$ cat config.mk
export PLATFORM = sky130hd
export DESIGN_NAME = usb_irq_flags
export DESIGN_NICKNAME = d
export VERILOG_FILES = /design/src/rtl/usb_irq_pkg.sv /design/src/rtl/usb_vbus_edge.sv /design/src/rtl/usb_flag_bank.sv /design/src/rtl/usb_en_reg.sv /design/src/rtl/usb_irq_merge.sv /design/src/rtl/usb_irq_flags.sv
export SDC_FILE = /design/constraint.sdc
export NUM_CORES = 1
export LEC_CHECK = 0
export BUFFER_PORTS_ARGS = -buffer_cell sky130_fd_sc_hd__buf_4
export CORE_MARGIN = 2
export CORE_UTILIZATION = 46
export DETAILED_ROUTE_END_ITERATION = 10
export MAX_ROUTING_LAYER = met4
export PLACE_DENSITY = 0.82
export SKIP_LAST_GASP = 1
export SYNTH_ARGS = -nofsm -noshare
export SYNTH_HDL_FRONTEND = slang
export SYNTH_HIERARCHICAL = 1
export SYNTH_SLANG_ARGS = --single-unit
$ cat constraint.sdc
create_clock -name clk_i -period 1.4 [get_ports clk_i]
set_clock_uncertainty 0.2 [all_clocks]
set_input_delay 0.21 -clock clk_i [delete_from_list [all_inputs] [get_ports clk_i]]
set_output_delay 0.21 -clock clk_i [all_outputs]
set_load 0.03 [all_outputs]
$ cat src/rtl/usb_irq_pkg.sv
package usb_irq_pkg;
  localparam int unsigned DATA_W = 8;
  localparam int unsigned ADDR_W = 2;

  localparam logic [ADDR_W-1:0] ADR_BUS_FLAG = 2'd0;
  localparam logic [ADDR_W-1:0] ADR_BUS_EN   = 2'd1;
  localparam logic [ADDR_W-1:0] ADR_EP_FLAG  = 2'd2;
  localparam logic [ADDR_W-1:0] ADR_EP_EN    = 2'd3;

  // bus-state group bit positions
  localparam int unsigned BIT_CFG   = 5;
  localparam int unsigned BIT_WAKE  = 3;
  localparam int unsigned BIT_SUSP  = 2;
  // endpoint group bit positions
  localparam int unsigned BIT_EPREQ = 2;
  localparam int unsigned BIT_EPTX  = 1;
  localparam int unsigned BIT_VBUS  = 0;

  localparam logic [DATA_W-1:0] BUS_FLAG_MASK = (DATA_W'(1) << BIT_WAKE) | (DATA_W'(1) << BIT_SUSP);
  localparam logic [DATA_W-1:0] BUS_FIXED     = DATA_W'(1) << BIT_CFG;
  localparam logic [DATA_W-1:0] EP_FLAG_MASK  = (DATA_W'(1) << BIT_EPREQ) | (DATA_W'(1) << BIT_EPTX)
                                              | (DATA_W'(1) << BIT_VBUS);
  localparam logic [DATA_W-1:0] EP_FIXED      = '0;
endpackage

$ cat src/rtl/usb_vbus_edge.sv
module usb_vbus_edge #(
  parameter int unsigned SYNC_STAGES = 2
) (
  input  logic clk_i,
  input  logic rst_ni,
  input  logic vbus_i,
  output logic edge_o
);
  logic [SYNC_STAGES-1:0] sync_q;
  logic                   last_q;

  genvar g;
  generate
    for (g = 0; g < SYNC_STAGES; g++) begin : g_sync
      if (g == 0) begin : g_first
        always_ff @(posedge clk_i or negedge rst_ni) begin
          if (!rst_ni) sync_q[g] <= 1'b0;
          else         sync_q[g] <= vbus_i;
        end
      end else begin : g_next
        always_ff @(posedge clk_i or negedge rst_ni) begin
          if (!rst_ni) sync_q[g] <= 1'b0;
          else         sync_q[g] <= sync_q[g-1];
        end
      end
    end
  endgenerate

  always_ff @(posedge clk_i or negedge rst_ni) begin
    if (!rst_ni) last_q <= 1'b0;
    else         last_q <= sync_q[SYNC_STAGES-1];
  end

  // both connect and disconnect are reported
  assign edge_o = sync_q[SYNC_STAGES-1] ^ last_q;
endmodule

$ cat src/rtl/usb_flag_bank.sv
module usb_flag_bank #(
  parameter int unsigned          WIDTH = 8,
  parameter logic [WIDTH-1:0]     IMPL  = '1,
  parameter logic [WIDTH-1:0]     FIXED = '0
) (
  input  logic             clk_i,
  input  logic             rst_ni,
  input  logic             wr_i,
  input  logic [WIDTH-1:0] wdata_i,
  input  logic [WIDTH-1:0] set_i,
  output logic [WIDTH-1:0] flag_o
);
  logic [WIDTH-1:0] q;

  genvar g;
  generate
    for (g = 0; g < WIDTH; g++) begin : g_bit
      if (FIXED[g]) begin : g_one
        assign q[g] = 1'b1;
      end else if (IMPL[g]) begin : g_flag
        always_ff @(posedge clk_i or negedge rst_ni) begin
          if (!rst_ni)    q[g] <= 1'b0;
          else if (set_i[g]) q[g] <= 1'b1;             // set beats clear
          else if (wr_i && !wdata_i[g]) q[g] <= 1'b0;
        end
      end else begin : g_zero
        assign q[g] = 1'b0;
      end
    end
  endgenerate

  assign flag_o = q;

  p_sticky_set_r2: assert property (@(posedge clk_i) disable iff (!rst_ni)
    |(set_i & IMPL) |=> ((flag_o & $past(set_i & IMPL)) == $past(set_i & IMPL)));

  p_hold_r3: assert property (@(posedge clk_i) disable iff (!rst_ni)
    (!wr_i && set_i == '0) |=> $stable(flag_o));

  p_wr_clear_r3: assert property (@(posedge clk_i) disable iff (!rst_ni)
    (wr_i && set_i == '0) |=> ((flag_o & IMPL & ~FIXED) == ($past(flag_o) & $past(wdata_i) & IMPL & ~FIXED)));
endmodule

$ cat src/rtl/usb_en_reg.sv
module usb_en_reg #(
  parameter int unsigned      WIDTH = 8,
  parameter logic [WIDTH-1:0] IMPL  = '1
) (
  input  logic             clk_i,
  input  logic             rst_ni,
  input  logic             wr_i,
  input  logic [WIDTH-1:0] wdata_i,
  output logic [WIDTH-1:0] en_o
);
  logic [WIDTH-1:0] q;

  always_ff @(posedge clk_i or negedge rst_ni) begin
    if (!rst_ni)   q <= '0;
    else if (wr_i) q <= wdata_i & IMPL;
  end

  assign en_o = q;

  p_en_unimpl_r9: assert property (@(posedge clk_i) disable iff (!rst_ni)
    (en_o & ~IMPL) == '0);
endmodule

$ cat src/rtl/usb_irq_merge.sv
module usb_irq_merge #(
  parameter int unsigned WIDTH = 8,
  parameter int unsigned GROUPS = 2
) (
  input  logic                         clk_i,
  input  logic                         rst_ni,
  input  logic [GROUPS-1:0][WIDTH-1:0] flag_i,
  input  logic [GROUPS-1:0][WIDTH-1:0] en_i,
  input  logic [GROUPS-1:0][WIDTH-1:0] src_mask_i,
  output logic                         irq_o
);
  logic [GROUPS-1:0] grp_hit;
  logic              irq_q;

  genvar g;
  generate
    for (g = 0; g < GROUPS; g++) begin : g_grp
      assign grp_hit[g] = |(flag_i[g] & en_i[g] & src_mask_i[g]);
    end
  endgenerate

  always_ff @(posedge clk_i or negedge rst_ni) begin
    if (!rst_ni) irq_q <= 1'b0;
    else         irq_q <= |grp_hit;
  end

  assign irq_o = irq_q;
endmodule

$ cat src/rtl/usb_irq_flags.sv
module usb_irq_flags
  import usb_irq_pkg::*;
(
  input  logic              clk_i,
  input  logic              rst_ni,
  input  logic              wr_en_i,
  input  logic [ADDR_W-1:0] addr_i,
  input  logic [DATA_W-1:0] wdata_i,
  output logic [DATA_W-1:0] rdata_o,
  input  logic              susp_ctrl_i,
  input  logic              wake_ev_i,
  input  logic              suspend_ev_i,
  input  logic              ep3_in_empty_i,
  input  logic              ep3_ack_i,
  input  logic              vbus_i,
  output logic              irq_o
);
  logic              vbus_edge;
  logic [DATA_W-1:0] bus_set, ep_set;
  logic [DATA_W-1:0] bus_flag, ep_flag, bus_en, ep_en;
  logic              wr_bus_flag, wr_bus_en, wr_ep_flag, wr_ep_en;

  assign wr_bus_flag = wr_en_i && addr_i == ADR_BUS_FLAG;
  assign wr_bus_en   = wr_en_i && addr_i == ADR_BUS_EN;
  assign wr_ep_flag  = wr_en_i && addr_i == ADR_EP_FLAG;
  assign wr_ep_en    = wr_en_i && addr_i == ADR_EP_EN;

  usb_vbus_edge #(.SYNC_STAGES(2)) u_vbus (
    .clk_i  (clk_i),
    .rst_ni (rst_ni),
    .vbus_i (vbus_i),
    .edge_o (vbus_edge)
  );

  always_comb begin
    bus_set = '0;
    bus_set[BIT_WAKE] = wake_ev_i    && susp_ctrl_i;
    bus_set[BIT_SUSP] = suspend_ev_i && susp_ctrl_i;
    ep_set  = '0;
    ep_set[BIT_EPREQ] = ep3_in_empty_i;
    ep_set[BIT_EPTX]  = ep3_ack_i;
    ep_set[BIT_VBUS]  = vbus_edge;
  end

  usb_flag_bank #(.WIDTH(DATA_W), .IMPL(BUS_FLAG_MASK), .FIXED(BUS_FIXED)) u_bus_flag (
    .clk_i   (clk_i),
    .rst_ni  (rst_ni),
    .wr_i    (wr_bus_flag),
    .wdata_i (wdata_i),
    .set_i   (bus_set),
    .flag_o  (bus_flag)
  );

  usb_flag_bank #(.WIDTH(DATA_W), .IMPL(EP_FLAG_MASK), .FIXED(EP_FIXED)) u_ep_flag (
    .clk_i   (clk_i),
    .rst_ni  (rst_ni),
    .wr_i    (wr_ep_flag),
    .wdata_i (wdata_i),
    .set_i   (ep_set),
    .flag_o  (ep_flag)
  );

  usb_en_reg #(.WIDTH(DATA_W), .IMPL(BUS_FLAG_MASK)) u_bus_en (
    .clk_i   (clk_i),
    .rst_ni  (rst_ni),
    .wr_i    (wr_bus_en),
    .wdata_i (wdata_i),
    .en_o    (bus_en)
  );

  usb_en_reg #(.WIDTH(DATA_W), .IMPL(EP_FLAG_MASK)) u_ep_en (
    .clk_i   (clk_i),
    .rst_ni  (rst_ni),
    .wr_i    (wr_ep_en),
    .wdata_i (wdata_i),
    .en_o    (ep_en)
  );

  logic [1:0][DATA_W-1:0] irq_flags, irq_ens, irq_srcs;
  assign irq_flags = {ep_flag, bus_flag};
  assign irq_ens   = {ep_en, bus_en};
  assign irq_srcs  = {EP_FLAG_MASK, BUS_FLAG_MASK};  // status bit excluded

  usb_irq_merge #(.WIDTH(DATA_W), .GROUPS(2)) u_irq (
    .clk_i      (clk_i),
    .rst_ni     (rst_ni),
    .flag_i     (irq_flags),
    .en_i       (irq_ens),
    .src_mask_i (irq_srcs),
    .irq_o      (irq_o)
  );

  always_comb begin
    unique case (addr_i)
      ADR_BUS_FLAG: rdata_o = bus_flag;
      ADR_BUS_EN:   rdata_o = bus_en;
      ADR_EP_FLAG:  rdata_o = ep_flag;
      default:      rdata_o = ep_en;
    endcase
  end

  p_wake_gated_r6: assert property (@(posedge clk_i) disable iff (!rst_ni)
    $rose(bus_flag[BIT_WAKE]) |-> $past(wake_ev_i && susp_ctrl_i));

  p_susp_gated_r7: assert property (@(posedge clk_i) disable iff (!rst_ni)
    $rose(bus_flag[BIT_SUSP]) |-> $past(suspend_ev_i && susp_ctrl_i));

  p_reserved_r5: assert property (@(posedge clk_i) disable iff (!rst_ni)
    (addr_i == ADR_BUS_FLAG) |-> (rdata_o[7:6] == 2'b00 && !rdata_o[4] && rdata_o[BIT_CFG]));

  p_irq_lag_r10: assert property (@(posedge clk_i) disable iff (!rst_ni)
    irq_o |-> $past(|(bus_flag & bus_en & BUS_FLAG_MASK) || |(ep_flag & ep_en)));

  p_set_wins_r4: assert property (@(posedge clk_i) disable iff (!rst_ni)
    (wr_ep_flag && ep3_in_empty_i) |=> ep_flag[BIT_EPREQ]);
endmodule

### Word-level counts from Yosys, hierarchy flattened

Cells that the tools add are included.

| word-level totals | value |
|---|---|
| register bits after elaboration | 14 |
| output and inout port bits | 9 |

| operators by class | value |
|---|---|
| eq/ne operators | 3 |
| muxes and demuxes | 11 |
| bitwise logic cells | 3 |
| reductions and logical operators | 22 |

Operators by type and width:

| cell | number |
|---|---|
| 6-bit one-hot mux with 3 select lines | 1 |
| 1-bit logical AND | 11 |
| 1-bit two-way mux | 10 |
| 2-bit nonzero test | 5 |
| 5-bit OR reduction | 1 |
| 4-bit AND | 1 |
| 2-bit equality test, second input constant | 2 |
| 1-bit zero test | 4 |
| 3-bit AND | 1 |
| 2-bit by 1-bit equality test with 1-bit output, second input constant | 1 |
| 2-bit zero test | 1 |
| 1-bit XOR | 1 |

### Logic depth before layout (Yosys ltp)

Gate-level depths: netlist of the first run.

| logic depth | value |
|---|---|
| depth after elaboration | 5 |
| gate-level depth with buffers | 4 |
| mapped depth without buffers | 3 |

### Hierarchy

The synthesis of the first run kept the hierarchy.

By module, submodules not included:

| module | times used | cells each | area each (µm²) | sequential area each (µm²) |
|---|---|---|---|---|
| usb_irq_flags | 1 | 18 | 259.0 | 0.0 |
| usb_flag_bank at u_ep_flag | 1 | 15 | 157.7 | 75.1 |
| usb_en_reg at u_ep_en | 1 | 12 | 150.1 | 75.1 |
| usb_irq_merge | 1 | 22 | 137.6 | 25.0 |
| usb_flag_bank at u_bus_flag | 1 | 14 | 130.1 | 50.0 |
| usb_en_reg at u_bus_en | 1 | 11 | 121.4 | 50.0 |
| usb_vbus_edge | 1 | 4 | 83.8 | 75.1 |

### Worst setup path before layout of the first run

No wires, ideal clock.

| timing path | value |
|---|---|
| path type | input -> output |
| start point | in addr_i[0] |
| end point | out rdata_o[0] |
| arrival | 942 ps |
| required time | 990 ps |
| setup slack | 48 ps |
| cell stages on the path | 2 |
| buffers on the path | 1 |
| path through | buf_6 > mux4_2 |

| on the way | value |
|---|---|
| word-level cells in the longest chain between the ends | 2 |
| elaborated cells on any way between the ends | 4 |

Ends and longest elaborated chain:

| item | RTL line | source |
|---|---|---|
| start: declaration | usb_irq_flags.sv:7 | `input logic [ADDR_W-1:0] addr_i,` |
| 2-bit equality test (tied with other cells) | usb_irq_flags.sv:94 | `unique case (addr_i)` |
| 6-bit one-hot mux with 3 select lines (*) | usb_irq_flags.sv:94 |  |
| end: declaration | usb_irq_flags.sv:9 | `output logic [DATA_W-1:0] rdata_o,` |

Mark *: on every way between the ends. The rest lies on a longest branch, timed or not.

### Final worst setup path of the first run

| timing path | value |
|---|---|
| start point | reg u_ep_flag.q[0] (netlist: u_ep_flag/flag_o[0]) |
| end point | out rdata_o[0] |

| on the way | value |
|---|---|
| word-level cells in the longest chain between the ends | 1 |

Ends and longest elaborated chain:

| item | RTL line | source |
|---|---|---|
| start: declaration | usb_flag_bank.sv:13 | `logic [WIDTH-1:0] q;` |
| start signal: indexed assignment | usb_flag_bank.sv:22 | `if (!rst_ni) q[g] <= 1'b0;` |
| start signal: indexed assignment | usb_flag_bank.sv:23 | `else if (set_i[g]) q[g] <= 1'b1;` |
| start signal: indexed assignment | usb_flag_bank.sv:24 | `else if (wr_i && !wdata_i[g]) q[g] <= 1'b0;` |
| 6-bit one-hot mux with 3 select lines | usb_irq_flags.sv:94 |  |

No other way between the ends.

==> run_results.csv, run 1 <==
group,metric,value,unit
critical_path,path_class,"reg -> out",
floorplan,die_area,0.002656,mm2
synthesis,synth_area_leaders,"dfrtp_1 34%, buf_4 16%, mux4_2 13%, nand3_1 7.7%, mux2_2 5.4%",
floorplan,die_h,51.54,um
status,violations,"setup timing",
global_route,grt_pass1_vias,883,
floorplan,dieWidth,51.54,um
cts,cts-htree-levels,1,
critical_path,slowest_delay,480,ps
floorplan,io_pins,28,
detailed_routing,drtIter0Drc,9,
placement,port_buffers,20,
sta,rsz0062_at_grt,"yes",
synthesis,synthArstFlopShare,100.0,%
synthesis,yosysWarnings,6,
synthesis,syn_area_per_cell,10.83,um2
cells_and_area,area_delta_synth_final,40.19,%
pwr,power,1.199,mW
cells_and_area,final_util,67.19,%
synthesis,synth-main-ff-cell,"dfrtp_1",
cells_and_area,seqCellArea,350.3,um2
detailed_routing,drc,0,
detailed_routing,route.met3.wl,64,um
global_route,grt_pass1_wl,3629,um
cells_and_area,final_nets,172,
floorplan,rows,17,
synthesis,synth_edf_count,0,
detailed_routing,wl_met1,827,um
synthesis,synth_xor_area_share,0.8424,%
global_route,grt_max_degree,15,
detailed_routing,dr.pass1.iters,3,
worst_hold_path,hold_class,"in -> reg",
pwr,irDropWorstVdd,0.6591,mV
sta,setup_viol,5,
cts,root_buffer,"clkbuf_4",
synthesis,synthSimpleGateAreaFrac,18.41,%
sta,holdWs,8.194,ps
global_route,grt-ovfl-total,0,
placement,gp_congestion,0.8271,
detailed_routing,wl,2113,um
synthesis,ys_seq_elements,14,
cts,numCtsBuffers,3,
detailed_routing,met2_length,1190,um
critical_path,crit_path_top_delay_cell,"mux4_2",
cts,clk_path_buf_depth,2,
status,outcome,"finished with violations",
sta,hold_viol_final,0,
flow_run,cap_violations,0,
synthesis,ys_seq_area_share,33.69,%
cells_and_area,fillCellCount,180,
synthesis,yosys.area.top_type_share,33.69,%
cells_and_area,drive_above_1_share,38.82,%
placement,post-dp-hpwl,1527,um
critical_path,required,990,ps
sta,drv_slew,0,
critical_path,critPathArrivalTime,1320,ps
global_route,antenna_found_initial,0,
sta,fmax,0.5771,GHz
synthesis,synth.most_common_cell,"buf_4",
synthesis,synth_cell_type_count,18,
sta,period_needed,1733,ps
synthesis,synth_compound_area_share,3.610,%
cells_and_area,multiInputGateArea,635.6,um2
detailed_routing,final_antenna_net_count,0,
synthesis,ys_top_cells_by_count,"22 x buf_4, 16 x nand3_1, 14 x dfrtp_1",
placement,pre_cts_slack,-162.3,ps
detailed_routing,viasPerCell,4.494,
detailed_routing,num_vias,809,
cts,cts_tree,"yes",
synthesis,synth_area,0.001040,mm2
cts,clk_pin_slew,80,ps
cts,clock_sinks,14,
floorplan,core_area,0.002170,mm2
synthesis,synthMuxAreaShare,23.47,%
pwr,p_leak,0.6698,nW
critical_path,crit_chain,"mux4_2 -> buf_6",
detailed_routing,wire_per_inst,11.74,um
critical_path,end_kind,"output pin",
pwr,power-per-cell-area,822.3,mW/mm2
synthesis,syn_inst,96,
synthesis,synthAdderAreaFrac,0,%
critical_path,startpoint_type,"flip-flop",
critical_path,cp_max_fo,2,
sta,timing.final.ws_setup,-332.9,ps
cts,clk_latency,290,ps
detailed_routing,top_layer,"met4",
global_route,grt_usage,19.20,%
synthesis,yosysTopAreaCell,"dfrtp_1",
cells_and_area,diodes,0,
sta,period_share,123.8,%
synthesis,synth_top_family_by_area,"multiplexers",
floorplan,start_util,47.92,%
## sequential cells by signal, summed over array words and instances, names as in the netlist
register,count
u_bus_flag/flag_o,2
u_irq/irq_o,1
u_vbus/sync_q,2
u_ep_en/en_o,3
u_bus_en/en_o,2
u_ep_flag/flag_o,3
u_vbus/last_q,1
## worst paths after layout
kind | startpoint | to | slack (ps) | depth (start not counted)
max reg2reg | u_bus_flag/flag_o[3]$_DFFE_PN0P_ | u_irq/irq_o$_DFF_PN0_ | -110 | 4
min reg2reg | u_vbus/sync_q[0]$_DFF_PN0_ | u_vbus/sync_q[1]$_DFF_PN0_ | 150 | 0
max in group asynchronous | rst_ni | u_ep_flag/flag_o[1]$_DFFE_PN0P_ | 750 | 2
min in group asynchronous | rst_ni | u_bus_flag/flag_o[3]$_DFFE_PN0P_ | 90 | 2
max | u_ep_flag/flag_o[0]$_DFFE_PN0P_ | rdata_o[0] | -330 | 2
min | wake_ev_i | u_bus_flag/flag_o[3]$_DFFE_PN0P_ | 8 | 3
## worst max-delay path, delay by kind of cell (launching register included)
kind	cells	cell delay [ps]
flip-flops	1	400
multiplexers	1	480
buffers and inverters	1	160
## where the power goes
part	switching (mW)	total, mW	internal [mW]
sequential	0.0235	0.471	0.447
clock	0.140	0.298	0.159
combinational	0.193	0.430	0.236
total	0.356	1.20	0.842
## layout make-up
class / instances / area share (%)
multi-input cells: 89 / 43.61
repair buffers: 45 / 27.47
flip-flops and latches: 14 / 24.03
clock buffers: 4 / 2.489
well taps: 28 / 2.403
## through the flow
| step | instance area (um2) | instances | setup TNS [ps] |
|---|---|---|---|
| finish | 1458 | 180 | -1428 |
| floorplan | 1156 | 127 | 0 |
| global placement | 1212 | 158 | -546.0 |
| global route | 1458 | 180 | -1603 |
| CTS | 1446 | 180 | -1405 |
| detailed placement | 1212 | 158 | -619.3 |
## routing by layer
| metal | vias to the layer above | global-route usage [%] |
|---|---|---|
| li1 | 399 | - |
| met4 | 0 | 6.579 |
| met5 | - | - |
| met3 | 3 | 1.724 |
| met2 | 22 | 37.82 |
| met1 | 385 | 19.66 |
## cells by family after synthesis
group,Yosys count
mux,13
flops,14
buf+inv,24
simple gates,32
xor+xnor,1
other cells,7
compound gates,5
## timing repair
action,in CTS,in global routing
setup endpoints to repair,6,5
cloned,0,0
setup buffers,10,1
hold endpoints to repair,22,0
hold buffers,8,0
gates resized for setup,12,3
pin swaps,2,2
## placed cells by master (no fill, tap or decap), drive strengths merged, types with 4 or more instances in the layout
cell type	n
a21o	5
buf	37
clkbuf	4
conb	38
dfrtp	14
dlygate4sd3	8
mux2	5
mux4	8
nand2b	5
nand3	16
nand4	4
No activity file was read; power rests on OpenSTA's default activity.
==> run 2: changes to the inputs <==
- ABC_AREA: not set -> 1
- CORE_UTILIZATION: 46 -> 48
- PLACE_DENSITY: 0.82 -> 0.83
==> run 2 against run 1 <==
  * The flow still finishes with violations (setup timing)
  * Synthesized cell count rose by 89%
  * Via count up 55%
  * Final cell count is 51% higher
  * Hold slack better by 77 ps
==> run_results.csv, run 2 <==
group,metric,value,unit
synthesis,synth-main-ff-cell,"dfrtp_1",
critical_path,end_kind,"output pin",
cells_and_area,drive_above_1_share,22.31,%
sta,setup_viol,4,
synthesis,synth_cell_type_count,13,
global_route,antenna_found_initial,0,
cells_and_area,final_nets,262,
synthesis,yosysTopAreaCell,"dfrtp_1",
sta,holdWs,85.03,ps
detailed_routing,wire_per_inst,10.49,um
critical_path,crit_chain,"nand3_1 -> nand4_1 -> buf_6",
detailed_routing,drc,0,
pwr,p_leak,0.9002,nW
synthesis,synth_edf_count,0,
critical_path,reg2reg_slack,60,ps
synthesis,yosysWarnings,6,
sta,fmax,0.6669,GHz
placement,pre_cts_slack,51.26,ps
synthesis,synth_area_leaders,"dfrtp_1 29%, nand3_1 17%, nand2_1 17%, buf_4 14%, inv_1 6.9%",
synthesis,syn_area_per_cell,6.622,um2
synthesis,synthSimpleGateAreaFrac,42.48,%
global_route,grt-ovfl-total,0,
synthesis,ys_seq_elements,14,
synthesis,syn_inst,181,
sta,rsz0062_at_grt,"yes",
cells_and_area,mostFrequentLayoutCell,"nand2_1",
critical_path,cp_max_fo,2,
cts,clk_path_buf_depth,2,
cts,numCtsBuffers,3,
synthesis,synth.most_common_cell,"nand2_1",
cells_and_area,final_cell_mix,"53 x nand2_1, 39 x nand3_1, 38 x conb_1",
synthesis,synth_xor_area_share,0,%
global_route,grt_pass1_wl,4202,um
critical_path,crit_family,"flip-flops",
synthesis,yosys.area.top_type_share,29.23,%
floorplan,die_area,0.002913,mm2
global_route,grt_usage,20.65,%
synthesis,synth_top_family_by_area,"simple AND/OR/NAND/NOR gates",
critical_path,startpoint_type,"flip-flop",
sta,hold_viol_final,0,
floorplan,io_pins,28,
synthesis,synth_compound_area_share,0,%
cts,clk_pin_slew,90,ps
cts,cts_tree,"yes",
detailed_routing,drtIter0Drc,55,
floorplan,start_util,49.74,%
synthesis,synthMuxAreaShare,0,%
detailed_routing,viasPerCell,4.621,
critical_path,required,990,ps
placement,gp_congestion,0.7958,
critical_path,path_class,"reg -> out",
detailed_routing,final_antenna_net_count,0,
synthesis,synthAdderAreaFrac,0,%
sta,period_needed,1499,ps
cells_and_area,area_delta_synth_final,34.13,%
critical_path,cp_num_buf_inv,1,
floorplan,rows,18,
critical_path,crit_path_top_delay_cell,"dfrtp_1",
cts,root_buffer,"clkbuf_4",
placement,port_buffers,20,
critical_path,slowest_delay,400,ps
status,outcome,"finished with violations",
pwr,power-per-cell-area,768.1,mW/mm2
cts,cts-htree-levels,1,
detailed_routing,wl,2853,um
flow_run,cap_violations,0,
sta,period_share,107.1,%
worst_hold_path,hold_class,"in -> async",
status,violations,"setup timing",
cts,clock_sinks,14,
pwr,power,1.235,mW
pwr,irDropWorstVdd,0.7290,mV
sta,drv_slew,0,
detailed_routing,num_vias,1257,
sta,timing.final.ws_setup,-99.46,ps
synthesis,synth_area,0.001199,mm2
synthesis,ys_seq_area_share,29.23,%
cells_and_area,diodes,0,
global_route,grt_pass1_vias,989,
cells_and_area,fillCellCount,194,
floorplan,dieWidth,53.97,um
synthesis,ys_top_cells_by_count,"53 x nand2_1, 40 x nand3_1, 22 x buf_4, 22 x inv_1, 14 x dfrtp_1",
floorplan,die_h,53.97,um
placement,post-dp-hpwl,1723,um
detailed_routing,dr.pass1.iters,5,
synthesis,synthArstFlopShare,100.0,%
floorplan,core_area,0.002410,mm2
critical_path,critPathArrivalTime,1090,ps
cts,clk_latency,300,ps
global_route,grt_max_degree,15,
## run 2: power by group
part           leakage (nW)  total (mW)  internal (mW)  switching, mW
Sequential            0.154       0.467          0.443         0.0231
Combinational         0.725       0.466          0.211          0.256
Clock                0.0210       0.302          0.159          0.143
Total                 0.900        1.23          0.813          0.422
## run 2: final timing paths
path,from,end,depth (start not counted)
setup / recovery,u_ep_en/en_o[2]$_DFFE_PN0P_,rdata_o[2],3
hold / removal,rst_ni,u_bus_flag/flag_o[3]$_DFFE_PN0P_,2
setup reg to reg,u_ep_flag/flag_o[0]$_DFFE_PN0P_,u_irq/irq_o$_DFF_PN0_,8
hold reg to reg,u_vbus/sync_q[0]$_DFF_PN0_,u_vbus/sync_q[1]$_DFF_PN0_,0
max in group asynchronous,rst_ni,u_vbus/sync_q[0]$_DFF_PN0_,2
min in group clk_i,addr_i[1],u_bus_en/en_o[3]$_DFFE_PN0P_,4
## run 2: timing repair
item | 4_1_cts | 5_1_grt
gates resized for setup | 4 | 1
endpoints found under the setup margin | 4 | 4
hold buffers | 11 | 0
hold endpoints to repair | 24 | 0
setup buffers | 10 | 5
pin swaps | 4 | 4
## run 2: worst reg2reg max path, cell delays in order (launching register included)
cell,delay [ps]
dfrtp_1,400
buf_4,140
buf_4,130
nand3_1,70
nand2_1,60
inv_1,50
nand2_1,40
nor2_1,90
nand2_1,50
## run 2: final cells by class
type                       count  area [um2]  share of cell area, %
multi-input combinational    147       656.9                  40.86
timing repair buffer          52       432.9                  26.93
sequential                    14       350.3                  21.79
inverter                      25       93.84                  5.837
tap                           30       37.54                  2.335
clock buffer                   4       36.28                  2.257
## run 2: metrics by stage
step	area (um2)	TNS (ps)	util, %	cells
2_1_floorplan	1315	0	-	212
3_3_place_gp	1329	0	55.14	242
3_5_place_dp	1329	0	55.14	242
4_1_cts	1565	-138.1	64.95	267
5_1_grt	1608	-453.0	66.72	272
6_report	1608	-214.9	66.72	272
## run 2: metal layers
layer  track usage [%]  share of wire (%)  up-vias
met5                 -                  0        -
met1             26.13                 42      546
met3             3.333                7.7       15
met2             34.76                 47       57
met4             4.583                3.2        0
li1                  -                  -      639
## run 2: cell families after synthesis
| group | Yosys count |
|---|---|
| other | 7 |
| AND/OR/NAND/NOR | 109 |
| buffers and inverters | 51 |
| flip-flops | 14 |
